File: config.mk
export PLATFORM = sky130hd
export DESIGN_NAME = posted_io_wbuf
export DESIGN_NICKNAME = d
export VERILOG_FILES = /design/src/rtl/posted_io_wbuf_pkg.sv /design/src/rtl/io_window_decode.sv /design/src/rtl/io_post_ctrl.sv /design/src/rtl/posted_io_wbuf.sv
export SDC_FILE = /design/constraint.sdc
export NUM_CORES = 1
export LEC_CHECK = 0
export ABC_AREA = 1
export ABC_CLOCK_PERIOD_IN_PS = 1700
export BUFFER_PORTS_ARGS = -buffer_cell sky130_fd_sc_hd__buf_4
export CAP_MARGIN = 5
export CORE_AREA = 2 2 115 117
export CTS_CLUSTER_DIAMETER = 80
export CTS_CLUSTER_SIZE = 25
export DETAILED_ROUTE_END_ITERATION = 7
export DIE_AREA = 0 0 117 119
export PLACE_DENSITY = 0.76
export RECOVER_POWER = 50
export SLEW_MARGIN = 25
export SYNTH_ARGS = -nofsm -noshare
export SYNTH_HDL_FRONTEND = slang
export SYNTH_SLANG_ARGS = --single-unit
File: constraint.sdc
create_clock -name clk -period 1.7 [get_ports clk]
set_clock_uncertainty 0.05 [all_clocks]
set_input_delay 0.425 -clock clk [delete_from_list [all_inputs] [get_ports clk]]
set_output_delay 0.425 -clock clk [all_outputs]
set_load 0.03 [all_outputs]
File: src/rtl/posted_io_wbuf_pkg.sv
package posted_io_wbuf_pkg;
   typedef enum logic [1:0] {
      PB_IDLE  = 2'd0,
      PB_WBUSY = 2'd1,
      PB_RBUSY = 2'd2,
      PB_RDONE = 2'd3
   } pb_state_t;

   localparam int MATCH_MASK   = 0;
   localparam int MATCH_BOUNDS = 1;
endpackage

File: src/rtl/io_window_decode.sv
module io_window_decode #(
   parameter int AW = 32,
   parameter int MATCH_KIND = 0,
   parameter logic [AW-1:0] WIN_BASE = '0,
   parameter logic [AW-1:0] WIN_MASK = '0,
   parameter logic [AW-1:0] WIN_LO = '0,
   parameter logic [AW-1:0] WIN_HI = '0
) (
   input  logic [AW-1:0] addr,
   output logic          hit
);
   import posted_io_wbuf_pkg::*;

   generate
      if (MATCH_KIND == MATCH_MASK) begin : g_mask
         assign hit = ((addr & WIN_MASK) == WIN_BASE);
      end else if (MATCH_KIND == MATCH_BOUNDS) begin : g_bounds
         assign hit = (addr >= WIN_LO) && (addr <= WIN_HI);
      end else begin : g_bad_kind
         $error("io_window_decode: unsupported MATCH_KIND");
         assign hit = 1'b0;
      end
   endgenerate
endmodule

File: src/rtl/io_post_ctrl.sv
module io_post_ctrl #(
   parameter int AW = 32,
   parameter int DW = 32
) (
   input  logic          clk,
   input  logic          rst_n,
   input  logic          io_req,
   input  logic          io_we,
   input  logic [AW-1:0] io_addr,
   input  logic [DW-1:0] io_wdata,
   output logic          io_stall,
   output logic [DW-1:0] io_rdata,
   output logic          bus_req,
   output logic          bus_we,
   output logic [AW-1:0] bus_addr,
   output logic [DW-1:0] bus_wdata,
   input  logic          bus_ack,
   input  logic [DW-1:0] bus_rdata
);
   import posted_io_wbuf_pkg::*;

   pb_state_t     st_q, st_d;
   logic [AW-1:0] addr_q;
   logic [DW-1:0] wdat_q;
   logic [DW-1:0] rdat_q;
   logic          we_q;
   logic          launch;

   assign launch = (st_q == PB_IDLE) && io_req;

   always_comb begin
      unique case (st_q)
         PB_IDLE:  io_stall = io_req && !io_we;
         PB_RDONE: io_stall = io_req && io_we;
         default:  io_stall = io_req;
      endcase
   end

   always_comb begin
      st_d = st_q;
      unique case (st_q)
         PB_IDLE:  if (io_req) st_d = io_we ? PB_WBUSY : PB_RBUSY;
         PB_WBUSY: if (bus_ack) st_d = PB_IDLE;
         PB_RBUSY: if (bus_ack) st_d = PB_RDONE;
         PB_RDONE: st_d = PB_IDLE;
         default:  st_d = PB_IDLE;
      endcase
   end

   always_ff @(posedge clk or negedge rst_n) begin
      if (!rst_n) begin
         st_q   <= PB_IDLE;
         addr_q <= '0;
         wdat_q <= '0;
         rdat_q <= '0;
         we_q   <= 1'b0;
      end else begin
         st_q <= st_d;
         if (launch) begin
            addr_q <= io_addr;
            wdat_q <= io_wdata;
            we_q   <= io_we;
         end
         if (st_q == PB_RBUSY && bus_ack) rdat_q <= bus_rdata;
      end
   end

   assign bus_req   = (st_q == PB_WBUSY) || (st_q == PB_RBUSY);
   assign bus_we    = we_q;
   assign bus_addr  = addr_q;
   assign bus_wdata = wdat_q;
   assign io_rdata  = rdat_q;

   assert_bus_hold_R7: assert property (@(posedge clk) disable iff (!rst_n)
      (bus_req && !bus_ack) |=> (bus_req && $stable(bus_addr) && $stable(bus_we) && $stable(bus_wdata)));

   assert_bus_release_R7: assert property (@(posedge clk) disable iff (!rst_n)
      (bus_req && bus_ack) |=> !bus_req);

   assert_read_waits_R6: assert property (@(posedge clk) disable iff (!rst_n)
      (bus_req && bus_we && io_req && !io_we && !bus_ack) |=> (bus_req && bus_we));
endmodule

File: src/rtl/posted_io_wbuf.sv
module posted_io_wbuf #(
   parameter int AW = 32,
   parameter int DW = 32,
   parameter int MATCH_KIND = 0,
   parameter logic [AW-1:0] IO_BASE = 32'hF000_0000,
   parameter logic [AW-1:0] IO_MASK = 32'hF000_0000,
   parameter logic [AW-1:0] IO_LO = 32'hF000_0000,
   parameter logic [AW-1:0] IO_HI = 32'hFFFF_FFFF
) (
   input  logic          clk,
   input  logic          rst_n,
   input  logic          core_req,
   input  logic          core_we,
   input  logic [AW-1:0] core_addr,
   input  logic [DW-1:0] core_wdata,
   output logic          core_stall,
   output logic [DW-1:0] core_rdata,
   output logic          mem_req,
   output logic          mem_we,
   output logic [AW-1:0] mem_addr,
   output logic [DW-1:0] mem_wdata,
   input  logic [DW-1:0] mem_rdata,
   input  logic          mem_stall,
   output logic          bus_req,
   output logic          bus_we,
   output logic [AW-1:0] bus_addr,
   output logic [DW-1:0] bus_wdata,
   input  logic          bus_ack,
   input  logic [DW-1:0] bus_rdata
);
   localparam int MIN_W = 2;

   generate
      if (AW < MIN_W || DW < 1) begin : g_bad_width
         $error("posted_io_wbuf: address or data width too small");
      end
   endgenerate

   logic          io_hit;
   logic          io_sel;
   logic          io_stall;
   logic [DW-1:0] io_rdata;

   io_window_decode #(
      .AW(AW), .MATCH_KIND(MATCH_KIND),
      .WIN_BASE(IO_BASE), .WIN_MASK(IO_MASK), .WIN_LO(IO_LO), .WIN_HI(IO_HI)
   ) u_dec (
      .addr (core_addr),
      .hit  (io_hit)
   );

   assign io_sel = core_req && io_hit;

   io_post_ctrl #(.AW(AW), .DW(DW)) u_ctrl (
      .clk       (clk),
      .rst_n     (rst_n),
      .io_req    (io_sel),
      .io_we     (core_we),
      .io_addr   (core_addr),
      .io_wdata  (core_wdata),
      .io_stall  (io_stall),
      .io_rdata  (io_rdata),
      .bus_req   (bus_req),
      .bus_we    (bus_we),
      .bus_addr  (bus_addr),
      .bus_wdata (bus_wdata),
      .bus_ack   (bus_ack),
      .bus_rdata (bus_rdata)
   );

   assign mem_req    = core_req && !io_hit;
   assign mem_we     = core_we;
   assign mem_addr   = core_addr;
   assign mem_wdata  = core_wdata;
   assign core_stall = io_sel ? io_stall : (core_req && mem_stall);
   assign core_rdata = io_sel ? io_rdata : mem_rdata;

   assert_post_free_R3: assert property (@(posedge clk) disable iff (!rst_n)
      (io_sel && core_we && !bus_req) |-> !core_stall);

   assert_back_to_back_R4: assert property (@(posedge clk) disable iff (!rst_n)
      (io_sel && core_we && bus_req) |-> core_stall);

   assert_read_blocks_R5: assert property (@(posedge clk) disable iff (!rst_n)
      (io_sel && !core_we && bus_req) |-> core_stall);

   assert_no_stray_cycle_R2: assert property (@(posedge clk) disable iff (!rst_n)
      (!io_sel && !bus_req) |=> !bus_req);

   assert_reset_quiet_R1: assert property (@(posedge clk) disable iff (!rst_n)
      !core_req |-> (!core_stall && !mem_req));
endmodule

==> run_results.csv, run 1 <==
group,metric,value,unit
outcome,status,"finished with violations",
outcome,violations,"setup timing",
synth,synth_area_leader_cell,"dfrtp_1",
power_and_ir_drop,p_per_area,1490,nW/um2
placed_design,dpl_worst_slack,-0.169,ns
power_and_ir_drop,netSwitchingPower,4.90,mW
timing,setup_viol,35,
detailed_routing,viasPerCell,4.59,
global_route,grt_pass1_vias,4548,
layout,final_layout_size_suffix_gt1_share,51.2,%
layout,insertedDiodeCount,0,
placed_design,dp_cells,946,
global_route,antenna_found_initial,0,
detailed_routing,drc_errors,0,
setup_path,critPathCaptureType,"output port",
synth,ys_warn_count,0,
synth,syn_nets,677,
synth,postSynth.asyncResetShare,100,%
clock_tree,root_buffer,"clkbuf_16",
power_and_ir_drop,power,11.8,mW
synth,yosysSeqAreaShare,52.2,%
clock_tree,clk_path_buf_depth,2,
power_and_ir_drop,pwr-share-seq,36.4,%
detailed_routing,first_pass_iters,4,
timing,tns,-5.48,ns
timing,rsz0062_at_grt,"true",
synth,synthFlopType,"dfrtp_1",
floorplan,core,12900,um2
detailed_routing,wl_per_cell,16.2,um
placed_design,place_congestion,0.767,
power_and_ir_drop,p_clk_share,16.3,%
floorplan,die_x,117,um
synth,syn_avg_cell_area,8.82,um2
placed_design,port_buffers,298,
clock_tree,numCtsBuffers,9,
clock_tree,h-tree-depth,3,
layout,syn_to_final_growth,66.7,%
floorplan,io_pins,299,
power_and_ir_drop,p_sw_share,41.5,%
timing,finalCriticalPeriod,1.97,ns
hold_path,whs_path_depth,3,
hold_path,hold_class,"in -> reg",
setup_path,crit_arrival,1.50,ns
synth,synthTopCellsByArea,"dfrtp_1 (52%), nand2_1 (23%), buf_4 (10%)",
placed_design,hpwl,9940,um
synth,synth_edf_count,0,
global_route,grt_use_total,20.9,%
detailed_routing,dr.first_iter.drc_count,156,
synth,netlist_area,4750,um2
global_route,grt_max_degree,45,
timing,period_share,116,%
global_route,grt_overflow,0,
synth,synthCells,538,
power_and_ir_drop,ir_worst_vdd,886,uV
layout,fillers,1086,
job,maxCapViolCount,0,
setup_path,crit_type,"reg -> out",
setup_path,start_kind,"register",
power_and_ir_drop,pwr-share-comb,47.3,%
floorplan,start_util,36.9,%
synth,synth.most_common_cell,"nand2_1",
floorplan,fp.dieH,119,um
setup_path,crit_path_start,"u_ctrl.st_q[0]",
synth,synth.top_cells.by_count,"nand2_1 (294), dfrtp_1 (99), buf_4 (65), mux2_2 (32), buf_2 (13)",
timing,slew_violations,0,
synth,synth_top_area_share,52.2,%
layout,postLayoutCellArea,7910,um2
setup_path,r2r_start,"u_ctrl.st_q[0]",
setup_path,cp_max_fo,3,
clock_tree,clk_latency,0.33,ns
detailed_routing,wirelength,15900,um
timing,slew_headroom,56.8,%
power_and_ir_drop,p_leak,4.22,nW
power_and_ir_drop,intPower,6.91,mW
placed_design,placed_cell_area,7050,um2
detailed_routing,drtAntennaViolNets,0,
setup_path,required,1.22,ns
setup_path,worstRegToRegCells,7,
synth,synth.distinct_cells,19,
floorplan,row_count,42,
detailed_routing,num_vias,4489,
clock_tree,clock-sinks,99,
synth,ys_ff_latch,99,
clock_tree,cts_tree,"yes",
timing,setup_slack,-0.271,ns
floorplan,die-area,13900,um2
layout,fin_cells,979,
timing,finalHoldViolations,0,
hold_path,min-delay-start,"core_wdata[16]",
timing,max_slew.worst_pin.slew,0.647,ns
layout,layout.nets,937,
timing,fmax,0.507,GHz
global_route,grt_pass1_wl,22500,um
clock_tree,cts.reportedPaths.clkPinSlew,0.07,ns
==> what timing repair did <==
| action | in CTS | in global routing |
|---|---|---|
| hold endpoints to repair | 22 | 0 |
| pin swaps | 11 | 10 |
| cloned | 6 | 3 |
| gates resized for setup | 130 | 24 |
| hold buffers | 1 | 0 |
| setup buffers | 8 | 2 |
| endpoints found under the setup margin | 34 | 66 |
==> power by group through the flow <==
stage               combinational [mW]  sequential [mW]  clock [mW]
global placement                  5.17             4.12           0
detailed placement                5.27             4.14           0
CTS                               5.51             4.23        2.00
finish                            5.58             4.30        1.93
floorplan                         1.77             5.47           0
global route                      5.93             4.42        2.11
==> cell usage in the layout (no fill, tap or decap), drive strengths merged, types with 2 or more instances in the layout <==
cell type,synthesis,final
o21ai,2,2
clkbuf,3,81
buf,84,267
nand2,295,295
clkinvlp,0,3
dfrtp,99,99
nor2,3,3
ha,5,5
inv,7,7
mux2,32,32
nand3,2,2
or2,4,4
==> state kept, by name (all words and copies together), names as in the netlist <==
name / cells
u_ctrl.bus_wdata: 32
u_ctrl.bus_addr: 32
u_ctrl.st_q: 2
u_ctrl.io_rdata: 32
u_ctrl.bus_we: 1
==> cell families after synthesis <==
family,count (synthesis),share of synthesized area (%)
and+or+nand+nor,304,24.6
buffers and inverters,94,13.9
AOI/OAI and AO/OA,4,0.474
muxes,32,7.59
adders and majority gates,5,1.32
DFF,99,52.2
==> metrics by stage <==
step | util [%] | hold WS, ns
after floorplan | - | 0.0794
after global placement | 54.7 | 0.316
after detailed placement | 54.7 | 0.312
after CTS | 62.2 | 0.225
after global routing | 61.5 | 0.232
final | 61.5 | 0.239
==> critical path, stage by stage (launching register included) <==
cell and delay, ns:
dfrtp_1 0.41, inv_2 0.09, ha_4 0.21, a21oi_2 0.09, o21ai_1 0.08, nand2_1 0.08
nand2_1 0.06, buf_6 0.14
==> per-layer routing <==
| layer | part of all wire (%) | track usage [%] | up-vias |
|---|---|---|---|
| li1 | - | - | 2099 |
| met1 | 36 | 22.9 | 2130 |
| met2 | 51 | 37.5 | 217 |
| met3 | 8.6 | 6.01 | 43 |
| met4 | 4.1 | 7.79 | 0 |
| met5 | 0 | 0 | - |
==> layout make-up <==
type | instances | area [um2] | share of cell area (%)
repair buffers | 336 | 2670 | 33.7
flip-flops and latches | 99 | 2480 | 31.3
multi-input cells | 345 | 2230 | 28.2
clock buffers | 13 | 260 | 3.29
well taps | 176 | 220 | 2.78
inverters | 7 | 33.8 | 0.427
clock inverters | 3 | 22.5 | 0.285
==> final timing paths <==
kind	end	slack, ns
max in group asynchronous	u_ctrl.bus_wdata[29]	0.24
setup / recovery	core_stall	-0.27
setup reg to reg	u_ctrl.io_rdata[10]	-0.01
hold / removal	u_ctrl.bus_wdata[16]	0.24
min in group asynchronous	u_ctrl.io_rdata[3]	0.62
hold reg to reg	u_ctrl.bus_wdata[1]	0.42
Note: power is estimated with default switching activity, not from simulation.
==> run 2, diff against run 1 <==
--- a/constraint.sdc
+++ b/constraint.sdc
@@ -4,2 +4,2 @@
 set_output_delay 0.425 -clock clk [all_outputs]
-set_load 0.03 [all_outputs]
+set_load 0.01 [all_outputs]
==> run_results.csv, run 2 (synthesis results as in run 1) <==
group,metric,value,unit
power_and_ir_drop,p_sw_share,34.6,%
power_and_ir_drop,ir_worst_vdd,710,uV
placed_design,placed_cell_area,6790,um2
setup_path,cp_max_fo,5,
placed_design,port_buffers,298,
floorplan,die_x,117,um
timing,fmax,0.518,GHz
timing,rsz0062_at_grt,"true",
power_and_ir_drop,pwr-share-comb,41.8,%
clock_tree,clk_path_buf_depth,2,
setup_path,crit_arrival,1.46,ns
power_and_ir_drop,intPower,7.00,mW
timing,period_share,114,%
floorplan,fp.dieH,119,um
global_route,grt_overflow,0,
clock_tree,h-tree-depth,3,
clock_tree,clock-sinks,99,
layout,postLayoutCellArea,8230,um2
layout,seqCellArea,2480,um2
clock_tree,cts_tree,"yes",
detailed_routing,wirelength,17300,um
layout,syn_to_final_growth,73.3,%
detailed_routing,wl_met1,5960,um
layout,final_cell_mix,"buf_4 (211), nand2_1 (163), dfrtp_1 (99)",
setup_path,required,1.22,ns
layout,layout.nets,950,
outcome,status,"finished with violations",
floorplan,core,12900,um2
job,maxCapViolCount,0,
placed_design,hpwl,9740,um
layout,final_common_cell,"buf_4",
clock_tree,cts.reportedPaths.clkPinSlew,0.07,ns
hold_path,hold_class,"in -> reg",
layout,fillers,1049,
detailed_routing,num_vias,4596,
timing,setup_viol,42,
power_and_ir_drop,p_per_area,1300,nW/um2
timing,max_slew.worst_pin.slew,0.470,ns
detailed_routing,drc_errors,0,
setup_path,r2r_start,"u_ctrl.st_q[0]",
placed_design,place_congestion,0.761,
detailed_routing,first_pass_iters,4,
floorplan,io_pins,299,
hold_path,min-delay-start,"core_addr[14]",
timing,finalCriticalPeriod,1.93,ns
timing,slew_headroom,68.6,%
setup_path,critPathCaptureType,"output port",
floorplan,row_count,42,
global_route,grt_max_degree,43,
clock_tree,root_buffer,"clkbuf_16",
global_route,grt_pass1_vias,4671,
placed_design,dpl_worst_slack,-0.154,ns
power_and_ir_drop,p_leak,4.36,nW
setup_path,start_kind,"input pin",
detailed_routing,wl_met3,1640,um
floorplan,die-area,13900,um2
detailed_routing,dr.first_iter.drc_count,238,
layout,multi_input_area,2300,um2
detailed_routing,top_layer,"met4",
power_and_ir_drop,pwr-share-seq,41.2,%
detailed_routing,wl_met2,9000,um
global_route,grt_use_total,21.6,%
layout,final_util,63.9,%
global_route,grt_pass1_wl,23300,um
global_route,antenna_found_initial,0,
clock_tree,numCtsBuffers,9,
timing,finalHoldViolations,0,
detailed_routing,drtAntennaViolNets,0,
timing,slew_violations,0,
layout,final_layout_size_suffix_gt1_share,58.5,%
setup_path,crit_path_start,"core_addr[28]",
clock_tree,clk_latency,0.32,ns
setup_path,crit_type,"in -> out",
detailed_routing,viasPerCell,4.64,
detailed_routing,wl_per_cell,17.4,um
floorplan,start_util,36.9,%
power_and_ir_drop,power,10.7,mW
layout,insertedDiodeCount,0,
power_and_ir_drop,p_clk_share,17.1,%
power_and_ir_drop,netSwitchingPower,3.70,mW
timing,holdWs,0.250,ns
outcome,violations,"setup timing",
timing,setup_slack,-0.230,ns
==> run 2: changes by cell type in the layout (fill, tap and decap cells not counted), moves of 4 or more <==
cell,change
buf_4,-6
buf_6,+11
buf_8,+5
clkbuf_16,+4
mux2_2,-7
mux2_4,+7
nand2_1,-52
nand2_2,+70
nand2_4,-17
==> run 2: layer usage <==
metal,up-vias,global-route usage (%)
met2,261,38.0
li1,2132,-
met5,-,0
met1,2155,22.7
met4,0,9.56
met3,48,7.94
==> run 2: power groups by stage <==
| stage | logic, mW | registers [mW] | clock network, mW |
|---|---|---|---|
| 5_1_grt | 4.82 | 4.53 | 1.98 |
| 6_report | 4.47 | 4.41 | 1.82 |
| 4_1_cts | 4.08 | 4.16 | 1.89 |
| 2_1_floorplan | 1.45 | 4.37 | 0 |
| 3_5_place_dp | 3.78 | 4.12 | 0 |
| 3_3_place_gp | 3.68 | 4.08 | 0 |
==> run 2: area by class of cell <==
class / instances / area share [%]
clock buffers: 11 / 2.83
flip-flops and latches: 99 / 30.1
multi-input cells: 345 / 28.0
well taps: 176 / 2.68
repair inverters: 1 / 0.106
repair buffers: 348 / 35.5
clock inverters: 4 / 0.350
inverters: 7 / 0.471
==> run 2: worst paths after layout <==
path | endpoint | slack (ns) | depth (start not counted)
setup / recovery | core_rdata[18] | -0.23 | 10
hold / removal | u_ctrl.bus_addr[14] | 0.25 | 3
setup reg to reg | u_ctrl.io_rdata[18] | 0.01 | 7
hold reg to reg | u_ctrl.bus_wdata[18] | 0.42 | 2
max in group asynchronous | u_ctrl.bus_addr[30] | 0.33 | 3
min in group asynchronous | u_ctrl.bus_addr[18] | 0.53 | 2
==> run 2: worst max-delay path: stages <==
cell and delay (ns):
buf_8 0.08, nand2_4 0.05, nor2_4 0.14, nand2_4 0.10, buf_12 0.16, buf_12 0.12
buf_12 0.14, nand2_4 0.06, nand2_2 0.05, buf_6 0.12
==> run 2: through the flow <==
| step | std cells | TNS, ns |
|---|---|---|
| floorplan | 538 | 0 |
| global placement | 942 | -5.55 |
| detailed placement | 942 | -7.63 |
| CTS | 982 | -4.75 |
| global route | 991 | -7.73 |
| finish | 991 | -5.38 |
==> run 2: what timing repair did <==
item                                    CTS  global route
endpoints found under the hold margin    17             0
buffers inserted                         17             4
pin swaps                                24            27
hold buffers                              1             0
endpoints found under the setup margin   35           131
gates cloned                              7            11
gates resized for setup                 136           142
==> run 3, diff against run 2 <==
MAX_ROUTING_LAYER = met4   (was not set)
PLACE_DENSITY = 0.79   (was 0.76)
SYNTH_HIERARCHICAL = 1   (was not set)
==> run_results.csv, run 3 <==
group,metric,value,unit
setup_path,cp_max_fo,3,
synth,synth_edf_count,0,
detailed_routing,num_vias,5163,
outcome,violations,"setup timing",
clock_tree,clk_latency,0.33,ns
layout,final_common_cell,"buf_4",
layout,multi_input_area,2230,um2
timing,setup_viol,34,
clock_tree,root_buffer,"clkbuf_16",
synth,netlist_area,5140,um2
setup_path,crit_type,"reg -> out",
detailed_routing,wl_per_cell,15.7,um
power_and_ir_drop,p_per_area,1390,nW/um2
setup_path,crit_arrival,1.49,ns
clock_tree,clock-sinks,99,
setup_path,crit_path_start,"u_ctrl/st_q[1]",
timing,rsz0062_at_grt,"true",
timing,slew_headroom,9.01,%
timing,setup_slack,-0.264,ns
synth,muxShareOfSynthArea,0,%
synth,synth-simple-area-share,34.2,%
outcome,status,"finished with violations",
placed_design,place_congestion,0.824,
placed_design,port_buffers,298,
detailed_routing,first_pass_iters,7,
synth,synthTopCellsByArea,"dfrtp_1 (48%), nand2_1 (19%), nand3_1 (13%)",
layout,layout.nets,1015,
floorplan,fp.dieH,119,um
placed_design,hpwl,11000,um
clock_tree,cts.reportedPaths.clkPinSlew,0.07,ns
global_route,grt_max_degree,100,
setup_path,r2r_start,"u_ctrl/st_q[0]",
power_and_ir_drop,power,10.9,mW
floorplan,start_util,39.9,%
layout,fin_cells,1056,
floorplan,die_x,117,um
setup_path,worstRegToRegCells,9,
layout,final_layout_size_suffix_gt1_share,41.8,%
timing,finalCriticalPeriod,1.96,ns
timing,period_share,116,%
timing,fmax,0.509,GHz
synth,synthFlopType,"dfrtp_1",
synth,ys_ff_latch,99,
setup_path,required,1.22,ns
layout,syn_to_final_growth,53.1,%
global_route,antenna_found_initial,0,
floorplan,io_pins,299,
synth,yosysSeqAreaShare,48.2,%
layout,final_cell_mix,"buf_4 (218), nand2_1 (206), nand3_1 (132)",
power_and_ir_drop,ir_worst_vdd,681,uV
power_and_ir_drop,p_leak,4.20,nW
synth,synth-compound-area-share,0.292,%
synth,synthCells,637,
detailed_routing,viasPerCell,4.89,
timing,max_slew.worst_pin.slew,1.36,ns
global_route,grt_use_total,23.9,%
synth,synth.distinct_cells,16,
clock_tree,cts_tree,"yes",
synth,post_synth_xor_area_fraction,0,%
timing,finalHoldViolations,0,
placed_design,dp_cells,1031,
synth,syn_avg_cell_area,8.06,um2
clock_tree,h-tree-depth,3,
layout,fillers,1193,
floorplan,core,12900,um2
synth,synth_area_leader_cell,"dfrtp_1",
setup_path,start_kind,"register",
clock_tree,numCtsBuffers,9,
timing,slew_violations,0,
floorplan,row_count,42,
job,maxCapViolCount,0,
setup_path,critPathCaptureType,"output port",
detailed_routing,wirelength,16600,um
setup_path,r2r_slack,0.06,ns
synth,synth.most_common_cell,"nand2_1",
detailed_routing,drtAntennaViolNets,0,
global_route,grt_overflow,0,
detailed_routing,drc_errors,0,
floorplan,die-area,13900,um2
synth,ys_warn_count,6,
global_route,grt_pass1_vias,5129,
synth,postSynth.asyncResetShare,100,%
synth,syn_nets,776,
layout,insertedDiodeCount,0,
detailed_routing,dr.first_iter.drc_count,296,
clock_tree,clk_path_buf_depth,2,
layout,seqCellArea,2480,um2
synth,synth_top_family_by_area,"simple AND/OR/NAND/NOR gates",
global_route,grt_pass1_wl,25400,um
hold_path,hold_class,"in -> reg",
synth,synth_adder_area_share,1.22,%
setup_path,reg2reg_to,"u_ctrl/io_rdata[28]",
setup_path,endpoint,"core_stall",
synth,synth.top_cells.by_count,"nand2_1 (265), nand3_1 (133), dfrtp_1 (99), buf_4 (72), buf_2 (22)",
synth,synth_top_area_share,48.2,%
run 3: cell types whose count changed in the layout (fill, tap and decap cells not counted), sizes merged, moves of 4 or more:
cell	change
mux2	-32
nand2	-19
inv	+4
or2	-4
nand3	+131
clkbuf	-4
buf	-9
run 3: cell type report:
| cell class | count | area share (%) |
|---|---|---|
| inverters | 9 | 0.461 |
| well taps | 176 | 2.80 |
| clock inverters | 6 | 1.43 |
| flip-flops and latches | 99 | 31.5 |
| multi-input cells | 421 | 28.3 |
| repair buffers | 336 | 32.6 |
| clock buffers | 9 | 2.86 |
run 3: how the worst min path moves through the flow:
stage	startpoint	end	cells after the start
floorplan	rst_n	u_ctrl/bus_addr[0]	0
global placement	u_ctrl/io_rdata[3]	u_ctrl/io_rdata[3]	2
detailed placement	u_ctrl/bus_addr[1]	u_ctrl/bus_addr[1]	2
CTS	rst_n	u_ctrl/bus_addr[5]	2
global route	bus_rdata[8]	u_ctrl/io_rdata[8]	3
finish	bus_rdata[8]	u_ctrl/io_rdata[8]	3
run 3: cell families after synthesis:
family                     count (synthesis)
AOI/OAI and AO/OA                          3
adders and majority gates                  5
DFF                                       99
and+or+nand+nor                          413
buffers and inverters                    117
run 3: metrics by stage:
stage / area (um2) / hold slack [ns] / TNS, ns / utilization [%] / setup WS [ns]
6_report: 7870 / 0.269 / -3.30 / 61.1 / -0.264
5_1_grt: 7870 / 0.263 / -4.87 / 61.1 / -0.343
4_1_cts: 8050 / 0.108 / -5.21 / 62.5 / -0.253
3_5_place_dp: 7100 / 0.410 / -8.64 / 55.2 / -0.219
3_3_place_gp: 7100 / 0.405 / -8.21 / 55.2 / -0.207
2_1_floorplan: 5150 / 0.0794 / -0.00458 / - / -0.00458
run 3: repair_timing:
| action | in CTS | in global routing |
|---|---|---|
| pin swaps | 8 | 11 |
| gates resized for setup | 135 | 25 |
| buffers inserted | 5 | 5 |
| endpoints found under the hold margin | 0 | 0 |
| cloned | 3 | 0 |
| endpoints found under the setup margin | 35 | 67 |
| hold buffers | 0 | 0 |
run 3: where the power goes:
| part | internal [mW] | leakage (nW) | total, mW | switching [mW] |
|---|---|---|---|---|
| registers | 3.42 | 1.27 | 4.06 | 0.633 |
| clock network | 1.44 | 0.166 | 2.33 | 0.892 |
| logic | 2.19 | 2.77 | 4.53 | 2.34 |
| total | 7.05 | 4.20 | 10.9 | 3.87 |
run 3: worst max-delay path, cell delays in order (launching register included):
cell and delay [ns]:
dfrtp_1 0.39, inv_2 0.07, ha_4 0.27, nor2_2 0.04, a21oi_2 0.12, nand3_2 0.07
nand2_2 0.08, buf_6 0.11
run 3: routing by layer:
layer	routed length (um)	share of wire [%]	up-vias	global-route usage (%)
li1	-	-	2422	-
met1	6070	37	2443	27.0
met2	8710	52	258	40.5
met3	1330	8.0	40	5.80
met4	503	3.0	0	9.56
met5	0	0	-	-
